### src/rtl/xagu_pkg.sv
package xagu_pkg;
  localparam int unsigned WORD_W = 16;

  localparam logic [15:0] MD_PLAIN    = 16'h0018;
  localparam logic [15:0] MD_INC1     = 16'h0818;
  localparam logic [15:0] MD_CELL     = 16'h4018;
  localparam logic [15:0] MD_NIB      = 16'h0418;
  localparam logic [15:0] MD_NIB_CELL = 16'h4418;
  localparam logic [15:0] MD_INC32    = 16'h3018;
  localparam logic [15:0] MD_DEC16    = 16'ha818;
  localparam logic [15:0] MD_DEC128   = 16'hb818;
  localparam logic [11:0] MD_PROG_TAG = 12'h080;

  typedef enum logic [1:0] {PH_IDLE, PH_EXEC, PH_RESP} phase_t;

  typedef struct packed {
    logic              ok;
    logic              prog;
    logic              merge;
    logic [WORD_W-1:0] next_addr;
  } step_t;
endpackage

### src/rtl/xagu_mode_dec.sv
module xagu_mode_dec
  import xagu_pkg::*;
(
  input  logic              is_write,
  input  logic [15:0]       mode,
  input  logic [WORD_W-1:0] addr,
  output step_t             step
);
  logic [WORD_W-1:0] cell_next;

  always_comb begin
    cell_next = addr[0] ? addr + WORD_W'(31) : addr + WORD_W'(1);
    step      = '0;
    step.next_addr = addr;
    if (is_write) begin
      case (mode)
        MD_PLAIN:    step.ok = 1'b1;
        MD_INC1:     begin step.ok = 1'b1; step.next_addr = addr + WORD_W'(1); end
        MD_CELL:     begin step.ok = 1'b1; step.next_addr = cell_next; end
        MD_NIB:      begin step.ok = 1'b1; step.merge = 1'b1; end
        MD_NIB_CELL: begin step.ok = 1'b1; step.merge = 1'b1; step.next_addr = cell_next; end
        default:     step.ok = 1'b0;
      endcase
    end else if (mode[15:4] == MD_PROG_TAG) begin
      step.ok        = 1'b1;
      step.prog      = 1'b1;
      step.next_addr = addr + WORD_W'(1);
    end else begin
      case (mode)
        MD_PLAIN:  step.ok = 1'b1;
        MD_INC1:   begin step.ok = 1'b1; step.next_addr = addr + WORD_W'(1); end
        MD_INC32:  begin step.ok = 1'b1; step.next_addr = addr + WORD_W'(32); end
        MD_DEC16:  begin step.ok = 1'b1; step.next_addr = addr - WORD_W'(16); end
        MD_DEC128: begin step.ok = 1'b1; step.next_addr = addr - WORD_W'(128); end
        default:   step.ok = 1'b0;
      endcase
    end
  end
endmodule

### src/rtl/xagu_nib_merge.sv
module xagu_nib_merge #(
  parameter int unsigned W     = 16,
  parameter int unsigned NIB_W = 4
) (
  input  logic [W-1:0] old_word,
  input  logic [W-1:0] new_word,
  output logic [W-1:0] merged
);
  localparam int unsigned N_NIB = W / NIB_W;

  for (genvar g = 0; g < N_NIB; g++) begin : g_nib
    logic [NIB_W-1:0] nin;
    assign nin = new_word[g*NIB_W +: NIB_W];
    assign merged[g*NIB_W +: NIB_W] = (nin != '0) ? nin : old_word[g*NIB_W +: NIB_W];
  end
endmodule

### src/rtl/xagu_arm.sv
module xagu_arm
  import xagu_pkg::*;
(
  input  logic                clk,
  input  logic                rst_n,
  input  logic                acc,
  input  logic                acc_wr,
  input  logic [WORD_W-1:0]   acc_data,
  input  logic                arm_clr,
  input  logic                reload,
  input  logic [2*WORD_W-1:0] reload_val,
  output logic [2*WORD_W-1:0] ctrl_q,
  output logic                pending_q,
  output logic [WORD_W-1:0]   half_rd
);
  logic have_q;

  assign half_rd = have_q ? ctrl_q[WORD_W-1:0] : ctrl_q[2*WORD_W-1:WORD_W];

  always_ff @(posedge clk) begin
    if (!rst_n) begin
      ctrl_q    <= '0;
      have_q    <= 1'b0;
      pending_q <= 1'b0;
    end else if (acc) begin
      if (!have_q) begin
        if (acc_wr) ctrl_q[2*WORD_W-1:WORD_W] <= acc_data;
        have_q <= 1'b1;
      end else begin
        if (acc_wr) ctrl_q[WORD_W-1:0] <= acc_data;
        have_q    <= 1'b0;
        pending_q <= 1'b1;
      end
    end else if (arm_clr) begin
      pending_q <= 1'b0;
    end else if (reload) begin
      ctrl_q <= reload_val;
      have_q <= 1'b0;
    end
  end
endmodule

### src/rtl/xagu_desc_bank.sv
module xagu_desc_bank #(
  parameter int unsigned NUM_PORTS = 5,
  parameter int unsigned PORT_W    = 3,
  parameter int unsigned DESC_W    = 32
) (
  input  logic              clk,
  input  logic              rst_n,
  input  logic              we,
  input  logic [PORT_W-1:0] port,
  input  logic              dir_wr,
  input  logic [DESC_W-1:0] wval,
  output logic [DESC_W-1:0] rval
);
  logic [DESC_W-1:0] desc_q [NUM_PORTS][2];

  for (genvar p = 0; p < NUM_PORTS; p++) begin : g_port
    for (genvar d = 0; d < 2; d++) begin : g_dir
      always_ff @(posedge clk) begin
        if (!rst_n) desc_q[p][d] <= '0;
        else if (we && port == PORT_W'(p) && dir_wr == d[0]) desc_q[p][d] <= wval;
      end
    end
  end

  always_comb begin
    rval = '0;
    for (int p = 0; p < NUM_PORTS; p++) begin
      if (port == PORT_W'(p)) rval = desc_q[p][dir_wr];
    end
  end
endmodule

### src/rtl/xmem_agu.sv
module xmem_agu
  import xagu_pkg::*;
#(
  parameter int unsigned NUM_PORTS = 5,
  parameter int unsigned PAGE_W    = 4,
  parameter int unsigned NIB_W     = 4
) (
  input  logic                     clk,
  input  logic                     rst_n,
  input  logic                     req_valid,
  output logic                     req_ready,
  input  logic                     req_ctrl,
  input  logic                     req_write,
  input  logic [2:0]               req_port,
  input  logic [WORD_W-1:0]        req_wdata,
  output logic                     rsp_valid,
  input  logic                     rsp_ready,
  output logic [WORD_W-1:0]        rsp_rdata,
  output logic                     rsp_err,
  output logic [WORD_W-1:0]        dmem_addr,
  output logic                     dmem_we,
  output logic [WORD_W-1:0]        dmem_wdata,
  input  logic [WORD_W-1:0]        dmem_rdata,
  output logic [WORD_W+PAGE_W-1:0] pmem_addr,
  input  logic [WORD_W-1:0]        pmem_rdata
);
  localparam int unsigned PORT_W = 3;
  localparam int unsigned DESC_W = 2 * WORD_W;

  phase_t              phase_q;
  logic                op_ctrl_q, op_wr_q;
  logic [PORT_W-1:0]   op_port_q;
  logic [WORD_W-1:0]   op_data_q;
  logic [WORD_W-1:0]   rsp_data_q;
  logic                rsp_err_q;

  logic                exec, port_ok, is_arm, is_xfer, do_ok;
  logic [DESC_W-1:0]   ctrl_val, desc_cur, desc_new, desc_wval;
  logic                pending;
  logic [WORD_W-1:0]   ctrl_half, merged, rdata_d;
  logic                err_d;
  step_t               step;

  assign exec    = (phase_q == PH_EXEC);
  assign port_ok = (op_port_q < PORT_W'(NUM_PORTS));
  assign is_arm  = exec && !op_ctrl_q && port_ok && pending;
  assign is_xfer = exec && !op_ctrl_q && port_ok && !pending;
  assign do_ok   = is_xfer && step.ok;

  xagu_arm u_arm (
    .clk        (clk),
    .rst_n      (rst_n),
    .acc        (exec && op_ctrl_q),
    .acc_wr     (op_wr_q),
    .acc_data   (op_data_q),
    .arm_clr    (is_arm),
    .reload     (is_xfer),
    .reload_val (do_ok ? desc_new : desc_cur),
    .ctrl_q     (ctrl_val),
    .pending_q  (pending),
    .half_rd    (ctrl_half)
  );

  xagu_desc_bank #(
    .NUM_PORTS (NUM_PORTS),
    .PORT_W    (PORT_W),
    .DESC_W    (DESC_W)
  ) u_bank (
    .clk    (clk),
    .rst_n  (rst_n),
    .we     (is_arm || do_ok),
    .port   (op_port_q),
    .dir_wr (op_wr_q),
    .wval   (desc_wval),
    .rval   (desc_cur)
  );

  xagu_mode_dec u_dec (
    .is_write (op_wr_q),
    .mode     (desc_cur[WORD_W-1:0]),
    .addr     (desc_cur[DESC_W-1:WORD_W]),
    .step     (step)
  );

  xagu_nib_merge #(
    .W     (WORD_W),
    .NIB_W (NIB_W)
  ) u_merge (
    .old_word (dmem_rdata),
    .new_word (op_data_q),
    .merged   (merged)
  );

  assign desc_new  = {step.next_addr, desc_cur[WORD_W-1:0]};
  assign desc_wval = is_arm ? ctrl_val : desc_new;

  assign dmem_addr  = desc_cur[DESC_W-1:WORD_W];
  assign dmem_we    = do_ok && op_wr_q;
  assign dmem_wdata = step.merge ? merged : op_data_q;
  assign pmem_addr  = {desc_cur[PAGE_W-1:0], desc_cur[DESC_W-1:WORD_W]};

  always_comb begin
    rdata_d = '0;
    err_d   = 1'b0;
    if (op_ctrl_q) begin
      rdata_d = op_wr_q ? '0 : ctrl_half;
    end else if (!port_ok) begin
      err_d = 1'b1;
    end else if (!pending) begin
      if (!step.ok)     err_d   = 1'b1;
      else if (!op_wr_q) rdata_d = step.prog ? pmem_rdata : dmem_rdata;
    end
  end

  always_ff @(posedge clk) begin
    if (!rst_n) begin
      phase_q    <= PH_IDLE;
      op_ctrl_q  <= 1'b0;
      op_wr_q    <= 1'b0;
      op_port_q  <= '0;
      op_data_q  <= '0;
      rsp_data_q <= '0;
      rsp_err_q  <= 1'b0;
    end else begin
      case (phase_q)
        PH_IDLE: if (req_valid) begin
          op_ctrl_q <= req_ctrl;
          op_wr_q   <= req_write;
          op_port_q <= req_port;
          op_data_q <= req_wdata;
          phase_q   <= PH_EXEC;
        end
        PH_EXEC: begin
          rsp_data_q <= rdata_d;
          rsp_err_q  <= err_d;
          phase_q    <= PH_RESP;
        end
        PH_RESP: if (rsp_ready) phase_q <= PH_IDLE;
        default: phase_q <= PH_IDLE;
      endcase
    end
  end

  assign req_ready = (phase_q == PH_IDLE);
  assign rsp_valid = (phase_q == PH_RESP);
  assign rsp_rdata = rsp_data_q;
  assign rsp_err   = rsp_err_q;
endmodule

### config.mk
export PLATFORM = sky130hd
export DESIGN_NAME = xmem_agu
export DESIGN_NICKNAME = d
export VERILOG_FILES = /design/src/rtl/xagu_pkg.sv /design/src/rtl/xagu_mode_dec.sv /design/src/rtl/xagu_nib_merge.sv /design/src/rtl/xagu_arm.sv /design/src/rtl/xagu_desc_bank.sv /design/src/rtl/xmem_agu.sv
export SDC_FILE = /design/constraint.sdc
export NUM_CORES = 1
export LEC_CHECK = 0
export ABC_AREA = 1
export BUFFER_PORTS_ARGS = -buffer_cell sky130_fd_sc_hd__buf_2
export CORE_ASPECT_RATIO = 0.6
export CORE_MARGIN = 3
export CORE_UTILIZATION = 50
export DETAILED_ROUTE_END_ITERATION = 10
export GPL_ROUTABILITY_DRIVEN = 1
export MAX_ROUTING_LAYER = met4
export PLACE_DENSITY = 0.69
export SYNTH_ARGS = -nofsm -noshare
export SYNTH_HDL_FRONTEND = slang
export SYNTH_SLANG_ARGS = --single-unit
### constraint.sdc
create_clock -name clk -period 7.4 [get_ports clk]
set_input_delay 1.48 -clock clk [delete_from_list [all_inputs] [get_ports clk]]
set_output_delay 1.48 -clock clk [all_outputs]
set_load 0.01 [all_outputs]
-- Yosys cells after proc, flatten, opt, wreduce, memory -nomap -nowiden
Memory sizes are Yosys's and may differ from the RTL's.
Cells that the tools add are included.
- add/subtract/negate cells: 5
- order comparisons: 2
- equality and inequality tests: 21
- mux-type cells: 109
- bitwise gates (word level): 12
- reduce and logical (&&, ||, !) cells: 43
- operators by type and width (operator ; count):
    $mux W32 ; 35
    $mux W16 ; 15
    $pmux W16 S4 ; 1
    $mux W1 ; 50
    $eq A16 B15 Y1 const B ; 2
    $eq A16 B16 Y1 const B ; 2
    $pmux W16 S2 ; 1
    $logic_and A1 B1 Y1 ; 22
    $add A16 B1 Y16 const B ; 1
    $add A16 B5 Y16 const B ; 1
    $add A16 B6 Y16 const B ; 1
    $eq A16 B11 Y1 const B ; 1
    $eq A16 B12 Y1 const B ; 1
    $eq A16 B14 Y1 const B ; 1
    $eq A16 B5 Y1 const B ; 1
    $mux W4 ; 4
    $reduce_bool A4 Y1 ; 4
    $sub A16 B5 Y16 const B ; 1
    $sub A16 B8 Y16 const B ; 1
    $eq A12 B8 Y1 const B ; 1
    $or A1 B1 Y1 ; 10
    $reduce_or A5 Y1 ; 2
    $ne A2 B2 Y1 const B ; 4
    $reduce_and A2 Y1 ; 4
    other kinds (19) ; 26
- register bits: 74
- bits in writable memories: 320
- bits of input ports: 57
- output and inout bits: 72
- logic and storage cells: 204
- memories: 1
- memory list (name ; words ; width ; rd ports ; clocked after memory_dff ; write ports ; RTL line ; RTL):
    u_bank.desc_q ; 5 ; 64 ; 5 ; 0 ; 5 ; xagu_desc_bank.sv:14 ; logic [DESC_W-1:0] desc_q [NUM_PORTS][2];

-- Longest topological paths before layout
Gate-level depths: netlist of the first run.
- word-level depth: 22
- depth in mapped cells: 31
- mapped depth without buffers: 26

-- Modules after synthesis
From an unflattened synthesis of the first run, not the netlist that was laid out.
- cell total of the unflattened synthesis: 2929
- area, all modules: 22161.3 um^2
- modules (own cells, without submodules) (module ; times used ; cells each ; area an instance (um^2) ; seq. area each (um^2)):
    xagu_desc_bank ; 1 ; 1441 ; 14186.1 ; 9609.2
    xmem_agu ; 1 ; 528 ; 2937.8 ; 800.8
    xagu_mode_dec ; 1 ; 526 ; 2673.8 ; 0.0
    xagu_arm ; 1 ; 378 ; 2113.3 ; 680.7
    xagu_nib_merge ; 1 ; 56 ; 250.2 ; 0.0

-- Least setup slack after synthesis of the first run
OpenSTA, ideal clock, no wires.
- path kind: reg-to-output
- from: register op_wr_q
- to: output port dmem_we
- arrival time: 2488 ps
- data required time: 5920 ps
- slack: 3432 ps
- cell stages (with the launch flop): 19
- buffers on the path: 4
- cell sequence: dfxtp_1 > buf_4 > inv_4 > buf_2 > buf_4 > nand2_1 > a21oi_1 > nor2_2 > nand3_2 > nor2_1 > nand3_1 > nor2_4 > nand4_2 > nand2_1 > nand2_1 > nand3_1 > nand2_1 > buf_2 > nor2_1
- cells in the longest elaborated chain, start to end: 16
- elaborated cells on any way between the ends: 38
- classes of those cells: 9 x eq/ne; 24 x mux; 1 x bitwise; 4 x reduce/logical
- ends and longest elaborated chain (item ; RTL line ; RTL):
    start: declaration ; xmem_agu.sv:31 ; logic op_ctrl_q, op_wr_q;
    start signal: assignment ; xmem_agu.sv:128 ; op_wr_q <= req_write;
    $not A1 Y2 (not written as such) * ; xagu_desc_bank.sv:28 ; if (port == PORT_W'(p)) rval = desc_q[p][dir_wr];
    $mux W32 (not written as such) (3 in a row) ; xagu_desc_bank.sv:28 ;
    $mux W32 (4 in a row) ; xagu_desc_bank.sv:28 ;
    $mux W32 * ; xagu_desc_bank.sv:28 ;
    named net pmem_addr[18] ; xmem_agu.sv:24 ; output logic [WORD_W+PAGE_W-1:0] pmem_addr,
    $eq A16 B5 Y1, or another cell as far along ; xagu_mode_dec.sv:16, xagu_mode_dec.sv:29 ;
    $reduce_or A5 Y1 (no source line) ; -- ;
    $mux W1 ; xagu_mode_dec.sv:29 ; case (mode)
    $mux W1 ; xagu_mode_dec.sv:24 ; end else if (mode[15:4] == MD_PROG_TAG) begin
    $mux W1 * ; xagu_mode_dec.sv:15 ; if (is_write) begin
    $logic_and A1 B1 Y1 * ; xmem_agu.sv:48 ; assign do_ok = is_xfer && step.ok;
    $logic_and A1 B1 Y1 * ; xmem_agu.sv:98 ; assign dmem_we = do_ok && op_wr_q;
    end: declaration ; xmem_agu.sv:21 ; output logic dmem_we,
The timed path passes the listed nets; every way through them passes the cells marked *. The select of a mux whose other input is x is not followed.

-- Worst setup path after layout of the first run
- from: register op_wr_q
- to: output port dmem_we
- cells in the longest elaborated chain, start to end: 16
- elaborated cells on any way between the ends: 38
- classes of those cells: 9 x eq/ne; 24 x mux; 1 x bitwise; 4 x reduce/logical
- ends and longest elaborated chain (item ; RTL line):
    $not A1 Y2 (not written as such) ; xagu_desc_bank.sv:28
    $mux W32 (not written as such) (3 in a row) ; xagu_desc_bank.sv:28
    $mux W32 (5 in a row) ; xagu_desc_bank.sv:28
    $eq A16 B5 Y1, or another cell as far along ; xagu_mode_dec.sv:16, xagu_mode_dec.sv:29
    $reduce_or A5 Y1 (no source line) ; --
    $mux W1 ; xagu_mode_dec.sv:29
    $mux W1 ; xagu_mode_dec.sv:24
    $mux W1 ; xagu_mode_dec.sv:15
    $logic_and A1 B1 Y1 ; xmem_agu.sv:48
    $logic_and A1 B1 Y1 * ; xmem_agu.sv:98
Every way passes the cells marked *; elsewhere a longest branch is shown, timed or not. The select of a mux whose other input is x is not followed.

==> impl_metrics.xml, run 1 <==
<?xml version="1.0" encoding="UTF-8"?>
<metrics>
  <group name="status">
    <metric name="status" unit="">finished clean</metric>
  </group>
  <group name="clock_tree">
    <metric name="cts_root_buf" unit="">sky130_fd_sc_hd__clkbuf_16</metric>
    <metric name="clock_insertion_delay_at_the_later_pin_of_the_skew_report" unit="ns">0.56</metric>
    <metric name="clock_sink_count" unit="">394</metric>
    <metric name="tritoncts.num_buffers" unit="">38</metric>
    <metric name="clock_tree_from_tritoncts" unit="">yes</metric>
    <metric name="cts_hold_buf" unit="">0</metric>
    <metric name="worst_setup_hold_path_clk_slew" unit="ns">0.06</metric>
    <metric name="clock_tree.buffer_depth" unit="">3</metric>
    <metric name="cts.htree.levels" unit="">2</metric>
    <metric name="post_cts_buffers" unit="">0</metric>
    <metric name="cts_resized" unit="">0</metric>
  </group>
  <group name="drt">
    <metric name="via_per_inst" unit="">5.78</metric>
    <metric name="detail_route.first_pass.iterations" unit="">6</metric>
    <metric name="route.vias.total" unit="">19600</metric>
    <metric name="route.detailed.drc" unit="">0</metric>
    <metric name="final_antenna_net_count" unit="">0</metric>
    <metric name="drt-wirelength-per-cell" unit="um">21.9</metric>
    <metric name="first_iter_violations" unit="">2499</metric>
    <metric name="totalWireLength" unit="um">74200</metric>
  </group>
  <group name="yosys">
    <metric name="synthDistinctLibCells" unit="">54</metric>
    <metric name="synth.largest_area_cell" unit="">sky130_fd_sc_hd__edfxtp_1</metric>
    <metric name="synth_flop_type" unit="">sky130_fd_sc_hd__edfxtp_1</metric>
    <metric name="synth_async_sr_flop_share" unit="%">0</metric>
    <metric name="synth-seq-area-share" unit="%">49.4</metric>
    <metric name="syn_area_per_cell" unit="um2">8.17</metric>
    <metric name="ys_top_cells_by_area" unit="">sky130_fd_sc_hd__edfxtp_1, sky130_fd_sc_hd__nand2_1, sky130_fd_sc_hd__nor2_1</metric>
    <metric name="netlist.area_leader.share" unit="%">42.8</metric>
    <metric name="synthesis_warnings" unit="">0</metric>
    <metric name="synth_edf_count" unit="">320</metric>
    <metric name="ys_seq_elements" unit="">394</metric>
    <metric name="mappedNetlistNets" unit="">2817</metric>
    <metric name="synthesized_instance_count" unit="">2749</metric>
    <metric name="syn_area" unit="um2">22400</metric>
  </group>
  <group name="pwr">
    <metric name="power_density" unit="nW/um2">237</metric>
    <metric name="leakage" unit="nW">10.2</metric>
    <metric name="vdd_ir_drop_max" unit="mV">0.157</metric>
  </group>
  <group name="setup_path">
    <metric name="critical_path_class" unit="">reg -&gt; out</metric>
    <metric name="timing.critical_path.arrival" unit="ns">5.04</metric>
    <metric name="critPathRequiredTime" unit="ns">5.92</metric>
    <metric name="cp-end-kind" unit="">primary output</metric>
    <metric name="setup.worst_path.start_class" unit="">flop</metric>
    <metric name="timing.critical_path.fanout_max" unit="">112</metric>
  </group>
  <group name="sta">
    <metric name="post-route-period-util" unit="%">88.1</metric>
    <metric name="final_max_slew_viols" unit="">0</metric>
    <metric name="worst_pin_slew" unit="ns">1.21</metric>
    <metric name="max_slew_margin" unit="%">18.8</metric>
    <metric name="timing.final.hold_violations" unit="">0</metric>
    <metric name="post-route-min-period" unit="ns">6.52</metric>
    <metric name="timing.fmax" unit="MHz">153</metric>
    <metric name="totalNegativeSetupSlack" unit="ns">0</metric>
    <metric name="timing.hold.ws" unit="ns">0.488</metric>
    <metric name="fin_worst_skew" unit="ns">0.0170</metric>
    <metric name="grt_setup_unrepaired" unit="">false</metric>
    <metric name="setup_viol_count_final" unit="">0</metric>
  </group>
  <group name="global_routing">
    <metric name="pin_count_of_the_biggest_net_entering_global_routing" unit="">157</metric>
    <metric name="number_of_antenna_violations_at_the_first_check_in_global_routing" unit="">2</metric>
    <metric name="grtUsageTotal" unit="%">31.7</metric>
    <metric name="first_global_vias" unit="">17900</metric>
    <metric name="globalRouteOverflowTotal" unit="">0</metric>
    <metric name="first_pass_grt_wire_length" unit="um">111000</metric>
  </group>
  <group name="floorplanning">
    <metric name="initial_core_util" unit="%">51.2</metric>
    <metric name="die_h" unit="um">170</metric>
    <metric name="row_count" unit="">59</metric>
    <metric name="dieArea" unit="um2">47600</metric>
    <metric name="core_area" unit="um2">43800</metric>
    <metric name="die_w" unit="um">280</metric>
    <metric name="top_level_ports" unit="">129</metric>
  </group>
  <group name="placement">
    <metric name="dp_hpwl" unit="um">52400</metric>
    <metric name="buffer_ports.inserted" unit="">128</metric>
    <metric name="gp_congestion" unit="">1.02</metric>
  </group>
  <group name="final_layout">
    <metric name="ratio_of_cells_with_drive_above_1_in_the_final_layout" unit="%">15.4</metric>
    <metric name="final_nets" unit="">2853</metric>
    <metric name="area_delta_synth_final" unit="%">7.16</metric>
  </group>
  <group name="job">
    <metric name="timing.max_cap.violations" unit="">0</metric>
  </group>
  <group name="worst_hold_path">
    <metric name="hold_path_class" unit="">reg -&gt; reg</metric>
  </group>
</metrics>
## critical path: stages (launching register included)
cell                      delay (ns)
sky130_fd_sc_hd__dfxtp_4        0.71
sky130_fd_sc_hd__inv_6          0.46
sky130_fd_sc_hd__buf_4          0.40
sky130_fd_sc_hd__nand2_1        0.09
sky130_fd_sc_hd__nand2_1        0.05
sky130_fd_sc_hd__nand2_1        0.06
sky130_fd_sc_hd__nand3_1        0.08
sky130_fd_sc_hd__o21ai_1        0.28
sky130_fd_sc_hd__nand2_2        0.18
sky130_fd_sc_hd__nor2_2         0.30
sky130_fd_sc_hd__nand2_1        0.18
sky130_fd_sc_hd__nor2_1         0.35
sky130_fd_sc_hd__nor2_1         0.12
sky130_fd_sc_hd__nand2_1        0.17
sky130_fd_sc_hd__nand2_1        0.14
sky130_fd_sc_hd__nand3_1        0.12
sky130_fd_sc_hd__nand2_1        0.28
sky130_fd_sc_hd__nor2_1         0.26
sky130_fd_sc_hd__buf_2          0.17
## power by group
group          internal [W]  switching [W]
registers           0.00248      0.0000651
clock network      0.000994       0.000873
logic              0.000299       0.000983
total               0.00377        0.00192
## cells in the mapped netlist, drive strengths merged, types with 6 or more instances
| cell type | n |
|---|---|
| a21oi | 104 |
| nand3 | 166 |
| o21ai | 145 |
| nor3 | 14 |
| nand2 | 938 |
| edfxtp | 320 |
| ha | 11 |
| a22oi | 10 |
| a31oi | 17 |
| xor2 | 14 |
| inv | 158 |
| or2 | 15 |
| nand4 | 27 |
| nor2 | 514 |
| mux2 | 8 |
| o21a | 6 |
| clkbuf | 32 |
| dfxtp | 74 |
| buf | 126 |
| o211ai | 22 |
| o22ai | 6 |
## placed cells by master (no fill, tap or decap), types with 22 or more instances in the layout
| cell | netlist | layout |
|---|---|---|
| sky130_fd_sc_hd__a21oi_1 | 103 | 103 |
| sky130_fd_sc_hd__buf_2 | 30 | 128 |
| sky130_fd_sc_hd__buf_4 | 54 | 25 |
| sky130_fd_sc_hd__clkbuf_16 | 0 | 38 |
| sky130_fd_sc_hd__dfxtp_1 | 74 | 73 |
| sky130_fd_sc_hd__edfxtp_1 | 320 | 320 |
| sky130_fd_sc_hd__inv_1 | 148 | 148 |
| sky130_fd_sc_hd__nand2_1 | 914 | 906 |
| sky130_fd_sc_hd__nand2_2 | 24 | 32 |
| sky130_fd_sc_hd__nand3_1 | 155 | 155 |
| sky130_fd_sc_hd__nor2_1 | 399 | 399 |
| sky130_fd_sc_hd__nor2_2 | 102 | 101 |
| sky130_fd_sc_hd__o21ai_0 | 108 | 107 |
| sky130_fd_sc_hd__o21ai_1 | 21 | 22 |
## final timing paths
| kind | depth (start not counted) | slack (ns) | endpoint | from |
|---|---|---|---|---|
| worst min-delay path | 2 | 0.49 | op_ctrl_q | op_ctrl_q |
| worst max register to register | 17 | 1.54 | u_bank.desc_q[4][55] | op_wr_q |
| worst max-delay path | 18 | 0.88 | dmem_we | op_wr_q |
| worst min register to register | 2 | 0.49 | op_ctrl_q | op_ctrl_q |
## kinds of logic (layout without fill, tap and decap cells)
logic type	Yosys count	after routing	share of synthesized area [%]
multiplexers	11	11	0.535
adder cells (fa/ha/maj)	11	11	0.613
XOR/XNOR	14	14	0.546
buffers and inverters	320	385	7.81
other	0	2	0
AO/OA/AOI/OAI	319	319	8.48
flip-flops	394	394	49.4
AND/OR/NAND/NOR	1680	1680	32.6
## cell type report
class / instances / area [um2]
inverter: 162 / 616
fill: 4062 / 19800
sequential: 394 / 11100
antenna: 2 / 5.00
multi-input combinational: 2035 / 9630
timing repair buffer: 154 / 848
tap: 579 / 724
clock buffer: 57 / 1050
clock inverter: 12 / 81.3
## layer usage
metal | vias up | routed length [um] | track usage [%]
met5 | - | 0 | -
met4 | 0 | 1490 | 6.96
met3 | 115 | 8760 | 8.86
met2 | 1011 | 30300 | 43.0
met1 | 9423 | 33600 | 46.8
li1 | 9063 | - | -
## sequential cells by signal (all words and copies together) (netlist names)
register / flops
u_arm.have_q: 1
u_arm.pending_q: 1
op_wr_q: 1
rsp_rdata: 16
u_arm.ctrl_q: 32
op_port_q: 3
rsp_err: 1
op_data_q: 16
phase_q: 2
op_ctrl_q: 1
u_bank.desc_q: 320
## per-stage QoR
stage	utilization (%)	power (W)	area, um2	setup slack (ns)	instances
floorplan	-	0.00339	22400	3.43	2749
global placement	52.3	0.00382	22900	1.77	3324
detailed placement	52.3	0.00383	22900	1.61	3324
CTS	54.8	0.00566	24000	0.974	3393
global route	54.9	0.00589	24100	0.535	3394
finish	54.9	0.00569	24100	0.877	3395
Note: power is estimated with default switching activity, not from simulation.
==> inputs of run 2 (changes only) <==
--- a/config.mk
+++ b/config.mk
@@ -13,7 +13,7 @@
 export DETAILED_ROUTE_END_ITERATION = 10
 export GPL_ROUTABILITY_DRIVEN = 1
 export MAX_ROUTING_LAYER = met4
-export PLACE_DENSITY = 0.69
+export PLACE_DENSITY = 0.67
 export SYNTH_ARGS = -nofsm -noshare
 export SYNTH_HDL_FRONTEND = slang
 export SYNTH_SLANG_ARGS = --single-unit
==> run 2 against run 1 <==
Power grew 4.2%. Non-clock buffer count grew 4. Worst hold slack lost 0.018 ns. Largest cell class unchanged. Highest routed layer unchanged.
==> impl_metrics.xml, run 2 (synthesized netlist as in run 1, its figures left out) <==
<?xml version="1.0" encoding="UTF-8"?>
<metrics>
  <group name="clock_tree">
    <metric name="tritoncts.num_buffers" unit="">39</metric>
    <metric name="clock_tree_from_tritoncts" unit="">yes</metric>
    <metric name="worst_setup_hold_path_clk_slew" unit="ns">0.07</metric>
    <metric name="cts_hold_buf" unit="">0</metric>
    <metric name="cts_resized" unit="">0</metric>
    <metric name="cts_root_buf" unit="">sky130_fd_sc_hd__clkbuf_16</metric>
    <metric name="clock_sink_count" unit="">394</metric>
    <metric name="cts.htree.levels" unit="">2</metric>
    <metric name="clock_tree.buffer_depth" unit="">3</metric>
    <metric name="post_cts_buffers" unit="">0</metric>
    <metric name="clock_insertion_delay_at_the_later_pin_of_the_skew_report" unit="ns">0.57</metric>
  </group>
  <group name="pwr">
    <metric name="vdd_ir_drop_max" unit="mV">0.157</metric>
    <metric name="power_density" unit="nW/um2">244</metric>
    <metric name="leakage" unit="nW">10.3</metric>
  </group>
  <group name="setup_path">
    <metric name="reg2reg_from" unit="">op_wr_q</metric>
    <metric name="critical-path-max-stage-delay" unit="ns">0.75</metric>
    <metric name="critPathRequiredTime" unit="ns">5.92</metric>
    <metric name="cp-end-kind" unit="">primary output</metric>
    <metric name="setup.worst_path.start_class" unit="">flop</metric>
    <metric name="timing.critical_path.fanout_max" unit="">92</metric>
    <metric name="crit_path_cell_trace" unit="">inv_6 &gt; buf_4 &gt; nand2_1 &gt; nand2_1 &gt; nand2_1 &gt; nand2_1 &gt; o21ai_1 &gt; nand2_2 &gt; nor2_2 &gt; nand2_1 &gt; nor2_1 &gt; nor2_1 &gt; nand2_1 &gt; nand2_1 &gt; nand3_1 &gt; nand2_1 &gt; buf_4 &gt; nor2_1 &gt; buf_2</metric>
    <metric name="regToRegSetupSlack" unit="ns">1.48</metric>
    <metric name="r2r_cells" unit="">20</metric>
    <metric name="timing.critical_path.arrival" unit="ns">5.10</metric>
    <metric name="regToRegEndpoint" unit="">u_bank.desc_q[4][21]</metric>
    <metric name="slowest_stage" unit="">sky130_fd_sc_hd__dfxtp_4</metric>
    <metric name="critical_path_class" unit="">reg -&gt; out</metric>
    <metric name="critical-path-top-cell-by-count" unit="">sky130_fd_sc_hd__nand2_1</metric>
  </group>
  <group name="sta">
    <metric name="post-route-period-util" unit="%">88.9</metric>
    <metric name="setup_viol_count_final" unit="">0</metric>
    <metric name="totalNegativeSetupSlack" unit="ns">0</metric>
    <metric name="worst_pin_slew" unit="ns">1.26</metric>
    <metric name="timing.hold.ws" unit="ns">0.470</metric>
    <metric name="timing.fmax" unit="MHz">152</metric>
    <metric name="timing.final.hold_violations" unit="">0</metric>
    <metric name="max_slew_margin" unit="%">13.6</metric>
    <metric name="final_max_slew_viols" unit="">0</metric>
    <metric name="fin_worst_skew" unit="ns">0.0310</metric>
    <metric name="post-route-min-period" unit="ns">6.58</metric>
    <metric name="grt_setup_unrepaired" unit="">false</metric>
  </group>
  <group name="global_routing">
    <metric name="grtUsageTotal" unit="%">32.6</metric>
    <metric name="first_pass_grt_wire_length" unit="um">114000</metric>
    <metric name="number_of_antenna_violations_at_the_first_check_in_global_routing" unit="">1</metric>
    <metric name="globalRouteOverflowTotal" unit="">0</metric>
    <metric name="first_global_vias" unit="">17900</metric>
    <metric name="pin_count_of_the_biggest_net_entering_global_routing" unit="">93</metric>
  </group>
  <group name="final_layout">
    <metric name="multi_input_area" unit="um2">9630</metric>
    <metric name="ratio_of_cells_with_drive_above_1_in_the_final_layout" unit="%">15.7</metric>
    <metric name="final_common_cell" unit="">sky130_fd_sc_hd__nand2_1</metric>
    <metric name="num-fill-cells" unit="">4125</metric>
    <metric name="final_nets" unit="">2858</metric>
    <metric name="largest_reg_flops" unit="">320</metric>
    <metric name="final-seq-area" unit="um2">11100</metric>
    <metric name="layout.cell_area.non_filler" unit="um2">24300</metric>
    <metric name="num_antenna_cells" unit="">0</metric>
    <metric name="final_cells" unit="">3400</metric>
    <metric name="top_regs" unit="">u_bank.desc_q x320, u_arm.ctrl_q x32</metric>
    <metric name="regMostFlops" unit="">u_bank.desc_q</metric>
    <metric name="area_delta_synth_final" unit="%">8.12</metric>
    <metric name="layout_common_cells" unit="">sky130_fd_sc_hd__nand2_1, sky130_fd_sc_hd__nor2_1, sky130_fd_sc_hd__edfxtp_1</metric>
  </group>
  <group name="worst_hold_path">
    <metric name="endpoint_with_the_worst_hold_slack" unit="">rsp_err</metric>
    <metric name="whs_path_depth" unit="">2</metric>
    <metric name="hold_path_class" unit="">reg -&gt; reg</metric>
    <metric name="min_from" unit="">rsp_err</metric>
  </group>
  <group name="drt">
    <metric name="final_antenna_net_count" unit="">0</metric>
    <metric name="detail_route.first_pass.iterations" unit="">6</metric>
    <metric name="route.vias.total" unit="">19600</metric>
    <metric name="first_iter_violations" unit="">2577</metric>
    <metric name="via_per_inst" unit="">5.78</metric>
    <metric name="totalWireLength" unit="um">76500</metric>
    <metric name="route.detailed.drc" unit="">0</metric>
    <metric name="drt-wirelength-per-cell" unit="um">22.5</metric>
  </group>
  <group name="status">
    <metric name="status" unit="">finished clean</metric>
  </group>
  <group name="floorplanning">
    <metric name="die_h" unit="um">170</metric>
    <metric name="core_area" unit="um2">43800</metric>
    <metric name="row_count" unit="">59</metric>
    <metric name="dieArea" unit="um2">47600</metric>
    <metric name="initial_core_util" unit="%">51.2</metric>
    <metric name="die_w" unit="um">280</metric>
    <metric name="top_level_ports" unit="">129</metric>
  </group>
  <group name="job">
    <metric name="timing.max_cap.violations" unit="">0</metric>
  </group>
  <group name="placement">
    <metric name="buffer_ports.inserted" unit="">128</metric>
    <metric name="dp_hpwl" unit="um">53900</metric>
    <metric name="gp_congestion" unit="">0.997</metric>
    <metric name="placed_cell_area" unit="um2">22900</metric>
    <metric name="dp.cells" unit="">3328</metric>
  </group>
</metrics>
[run 2: cell types whose count changed in the layout (fill, tap and decap cells not counted), moves of 2 or more]
cell	before	now
sky130_fd_sc_hd__clkbuf_1	15	5
sky130_fd_sc_hd__clkinv_1	7	14
sky130_fd_sc_hd__bufinv_16	0	6
sky130_fd_sc_hd__buf_4	25	29
sky130_fd_sc_hd__clkbuf_8	3	1
sky130_fd_sc_hd__clkinv_2	4	6
sky130_fd_sc_hd__diode_2	2	0
[run 2: routing by layer]
metal | track usage, % | vias to the layer above | routed length [um]
met5 | - | - | 0
met4 | 6.58 | 0 | 1470
met3 | 9.69 | 100 | 9300
met2 | 44.2 | 1002 | 31500
met1 | 48.1 | 9458 | 34200
li1 | - | 9076 | -
[run 2: worst max-delay path by stage]
stage | cells past startpoint | to | startpoint | slack [ns]
2_1_floorplan | 18 | dmem_we | op_wr_q | 3.43
3_3_place_gp | 20 | u_bank.desc_q[4][23] | op_wr_q | 1.83
3_5_place_dp | 20 | u_bank.desc_q[4][28] | op_wr_q | 1.67
4_1_cts | 19 | dmem_we | op_wr_q | 1.03
5_1_grt | 19 | dmem_we | op_wr_q | 0.62
6_report | 19 | dmem_we | op_wr_q | 0.82
[run 2: power breakdown]
part	switching, W	total [W]	internal (W)
registers	0.0000656	0.00254	0.00248
logic	0.000989	0.00129	0.000297
clock network	0.000903	0.00210	0.00120
total	0.00196	0.00593	0.00397
[run 2: critical path, delay by kind of cell, from the launching register on]
| kind | cells | cell delay, ns |
|---|---|---|
| AND/OR/NAND/NOR | 14 | 2.20 |
| buffers and inverters | 4 | 1.11 |
| AO/OA/AOI/OAI | 1 | 0.31 |
| flip-flops | 1 | 0.75 |
[run 2: stage by stage]
| stage | total power [W] | utilization, % | worst slack, ns |
|---|---|---|---|
| 5_1_grt | 0.00614 | 55.3 | 0.619 |
| 6_report | 0.00593 | 55.3 | 0.824 |
| 4_1_cts | 0.00591 | 55.3 | 1.03 |
| 2_1_floorplan | 0.00339 | - | 3.43 |
| 3_3_place_gp | 0.00383 | 52.3 | 1.83 |
| 3_5_place_dp | 0.00384 | 52.3 | 1.67 |
[run 2: layout make-up]
cell class	count	share of cell area [%]
sequential	394	45.7
timing repair buffer	158	3.62
clock buffer	45	4.16
multi-input combinational	2035	39.7
inverter	162	2.54
clock inverter	27	1.30
tap	579	2.99
==> inputs of run 3 (changes only) <==
--- a/config.mk
+++ b/config.mk
@@ -6,7 +6,7 @@
 export NUM_CORES = 1
 export LEC_CHECK = 0
 export ABC_AREA = 1
-export BUFFER_PORTS_ARGS = -buffer_cell sky130_fd_sc_hd__buf_2
+export BUFFER_PORTS_ARGS = -buffer_cell sky130_fd_sc_hd__clkbuf_2
 export CORE_ASPECT_RATIO = 0.6
 export CORE_MARGIN = 3
 export CORE_UTILIZATION = 50
==> run 3 against run 2 <==
Final cell count is 0.15% lower. Largest cell class unchanged. Clock power is 13% lower. Critical path depth is 3 lower. Sequential power hardly changed. Global-route usage is 0.48 points lower. Routed wire length is 0.93% lower. Power is 4.9% lower. Largest power group unchanged. Clock skew is 0.0051 ns lower. Combinational power hardly changed. Via count hardly changed.
==> impl_metrics.xml, run 3 (synthesized netlist as in run 1, its figures left out) <==
<?xml version="1.0" encoding="UTF-8"?>
<metrics>
  <group name="floorplanning">
    <metric name="initial_core_util" unit="%">51.2</metric>
    <metric name="top_level_ports" unit="">129</metric>
    <metric name="core_area" unit="um2">43800</metric>
    <metric name="dieArea" unit="um2">47600</metric>
    <metric name="row_count" unit="">59</metric>
    <metric name="die_w" unit="um">280</metric>
    <metric name="die_h" unit="um">170</metric>
  </group>
  <group name="setup_path">
    <metric name="critical_path_class" unit="">reg -&gt; out</metric>
    <metric name="regToRegSetupSlack" unit="ns">1.87</metric>
    <metric name="regToRegEndpoint" unit="">u_bank.desc_q[4][29]</metric>
    <metric name="timing.critical_path.arrival" unit="ns">4.76</metric>
    <metric name="reg2reg_from" unit="">op_port_q[1]</metric>
    <metric name="startpoint" unit="">op_port_q[1]</metric>
    <metric name="critical_path.endpoint" unit="">dmem_we</metric>
    <metric name="r2r_cells" unit="">15</metric>
    <metric name="cp-end-kind" unit="">primary output</metric>
    <metric name="timing.critical_path.fanout_max" unit="">41</metric>
    <metric name="setup.worst_path.start_class" unit="">flop</metric>
    <metric name="critPathRequiredTime" unit="ns">5.92</metric>
  </group>
  <group name="sta">
    <metric name="grt_setup_unrepaired" unit="">false</metric>
    <metric name="totalNegativeSetupSlack" unit="ns">0</metric>
    <metric name="max_slew_margin" unit="%">23.1</metric>
    <metric name="timing.final.hold_violations" unit="">0</metric>
    <metric name="final_max_slew_viols" unit="">0</metric>
    <metric name="post-route-period-util" unit="%">84.3</metric>
    <metric name="worst_pin_slew" unit="ns">1.15</metric>
    <metric name="fin_worst_skew" unit="ns">0.0259</metric>
    <metric name="timing.hold.ws" unit="ns">0.490</metric>
    <metric name="timing.fmax" unit="MHz">160</metric>
    <metric name="post-route-min-period" unit="ns">6.24</metric>
    <metric name="setup_viol_count_final" unit="">0</metric>
  </group>
  <group name="drt">
    <metric name="route.detailed.drc" unit="">0</metric>
    <metric name="detailroute.wirelength.met2" unit="um">30500</metric>
    <metric name="met3_wire_len" unit="um">9640</metric>
    <metric name="drt-wirelength-per-cell" unit="um">22.3</metric>
    <metric name="final_antenna_net_count" unit="">0</metric>
    <metric name="detail_route.first_pass.iterations" unit="">5</metric>
    <metric name="first_iter_violations" unit="">2395</metric>
    <metric name="route.vias.total" unit="">19600</metric>
    <metric name="via_per_inst" unit="">5.78</metric>
    <metric name="totalWireLength" unit="um">75800</metric>
    <metric name="top_signal_layer_used" unit="">met4</metric>
    <metric name="wl_met1" unit="um">33900</metric>
  </group>
  <group name="job">
    <metric name="timing.max_cap.violations" unit="">0</metric>
  </group>
  <group name="final_layout">
    <metric name="postLayoutCoreUtil" unit="%">54.8</metric>
    <metric name="area_delta_synth_final" unit="%">7.05</metric>
    <metric name="ratio_of_cells_with_drive_above_1_in_the_final_layout" unit="%">15.3</metric>
    <metric name="final_nets" unit="">2857</metric>
    <metric name="layout_common_cells" unit="">sky130_fd_sc_hd__nand2_1, sky130_fd_sc_hd__nor2_1, sky130_fd_sc_hd__edfxtp_1</metric>
    <metric name="largest_reg_flops" unit="">320</metric>
    <metric name="final_common_cell" unit="">sky130_fd_sc_hd__nand2_1</metric>
    <metric name="regMostFlops" unit="">u_bank.desc_q</metric>
    <metric name="layout.cell_area.non_filler" unit="um2">24000</metric>
    <metric name="top_regs" unit="">u_bank.desc_q x320, u_arm.ctrl_q x32</metric>
  </group>
  <group name="global_routing">
    <metric name="grtUsageTotal" unit="%">32.2</metric>
    <metric name="first_pass_grt_wire_length" unit="um">112000</metric>
    <metric name="first_global_vias" unit="">17900</metric>
    <metric name="pin_count_of_the_biggest_net_entering_global_routing" unit="">92</metric>
    <metric name="globalRouteOverflowTotal" unit="">0</metric>
    <metric name="number_of_antenna_violations_at_the_first_check_in_global_routing" unit="">1</metric>
  </group>
  <group name="clock_tree">
    <metric name="cts.htree.levels" unit="">2</metric>
    <metric name="clock_tree_from_tritoncts" unit="">yes</metric>
    <metric name="post_cts_buffers" unit="">0</metric>
    <metric name="worst_setup_hold_path_clk_slew" unit="ns">0.06</metric>
    <metric name="cts_root_buf" unit="">sky130_fd_sc_hd__clkbuf_16</metric>
    <metric name="cts_resized" unit="">0</metric>
    <metric name="tritoncts.num_buffers" unit="">38</metric>
    <metric name="clock_insertion_delay_at_the_later_pin_of_the_skew_report" unit="ns">0.55</metric>
    <metric name="cts_hold_buf" unit="">0</metric>
    <metric name="clock_tree.buffer_depth" unit="">3</metric>
    <metric name="clock_sink_count" unit="">394</metric>
  </group>
  <group name="placement">
    <metric name="gp_congestion" unit="">1.00</metric>
    <metric name="buffer_ports.inserted" unit="">128</metric>
    <metric name="placed_cell_area" unit="um2">22900</metric>
    <metric name="dp_hpwl" unit="um">54000</metric>
  </group>
  <group name="worst_hold_path">
    <metric name="hold_path_class" unit="">reg -&gt; reg</metric>
  </group>
  <group name="pwr">
    <metric name="power_density" unit="nW/um2">235</metric>
    <metric name="leakage" unit="nW">10.2</metric>
    <metric name="vdd_ir_drop_max" unit="mV">0.168</metric>
  </group>
  <group name="status">
    <metric name="status" unit="">finished clean</metric>
  </group>
</metrics>
==> run 3: cell types whose count changed in the layout (fill, tap and decap cells not counted), sizes merged <==
cell and change:
buf -127, clkinv -4, diode +1, clkbuf +133, bufinv -6, inv -2
==> run 3: per-stage QoR <==
step | worst slack, ns | cells | total power, W
after global placement | 2.05 | 3328 | 0.00383
after detailed placement | 1.94 | 3328 | 0.00383
after floorplan | 3.43 | 2749 | 0.00339
after global routing | 0.789 | 3395 | 0.00584
final | 1.16 | 3395 | 0.00564
after CTS | 1.36 | 3394 | 0.00561
==> run 3: layout make-up <==
type	instances	area [um2]
clock buffer	51	1010
sequential	394	11100
inverter	162	616
multi-input combinational	2035	9630
tap	579	724
timing repair buffer	158	866
fill	4132	19800
clock inverter	15	83.8
antenna	1	2.50
==> run 3: worst max-delay path, stage by stage (launching register included) <==
cell and delay [ns]:
sky130_fd_sc_hd__dfxtp_1 0.48, sky130_fd_sc_hd__nor2_2 0.23, sky130_fd_sc_hd__nand2_2 0.08, sky130_fd_sc_hd__inv_2 0.67, sky130_fd_sc_hd__nand3_1 0.16, sky130_fd_sc_hd__o21ai_1 0.28
sky130_fd_sc_hd__nand2_2 0.19, sky130_fd_sc_hd__nor2_2 0.25, sky130_fd_sc_hd__nand2_1 0.20, sky130_fd_sc_hd__nor2_1 0.46, sky130_fd_sc_hd__nor2_1 0.13, sky130_fd_sc_hd__nand2_1 0.18
sky130_fd_sc_hd__nand2_1 0.12, sky130_fd_sc_hd__nand3_1 0.10, sky130_fd_sc_hd__nand2_1 0.27, sky130_fd_sc_hd__nor2_1 0.23, sky130_fd_sc_hd__clkbuf_2 0.16
==> run 3: how the worst min path moves through the flow <==
stage | from | to | slack, ns | depth (start not counted)
after floorplan | op_ctrl_q | op_ctrl_q | 0.45 | 2
after global placement | op_ctrl_q | op_ctrl_q | 0.47 | 2
after detailed placement | op_ctrl_q | op_ctrl_q | 0.48 | 2
after CTS | op_ctrl_q | op_ctrl_q | 0.48 | 2
after global routing | rsp_err | rsp_err | 0.52 | 2
final | op_ctrl_q | op_ctrl_q | 0.49 | 2
==> run 3: power breakdown <==
part	leakage (nW)	internal (W)	switching, W
registers	3.91	0.00248	0.0000592
logic	5.75	0.000297	0.000990
clock network	0.531	0.000961	0.000858
==> run 3: metal layers <==
metal | global-route usage, % | vias to the layer above
li1 | - | 9066
met5 | - | -
met3 | 9.86 | 103
met4 | 7.74 | 0
met1 | 47.6 | 9384
met2 | 42.5 | 1085
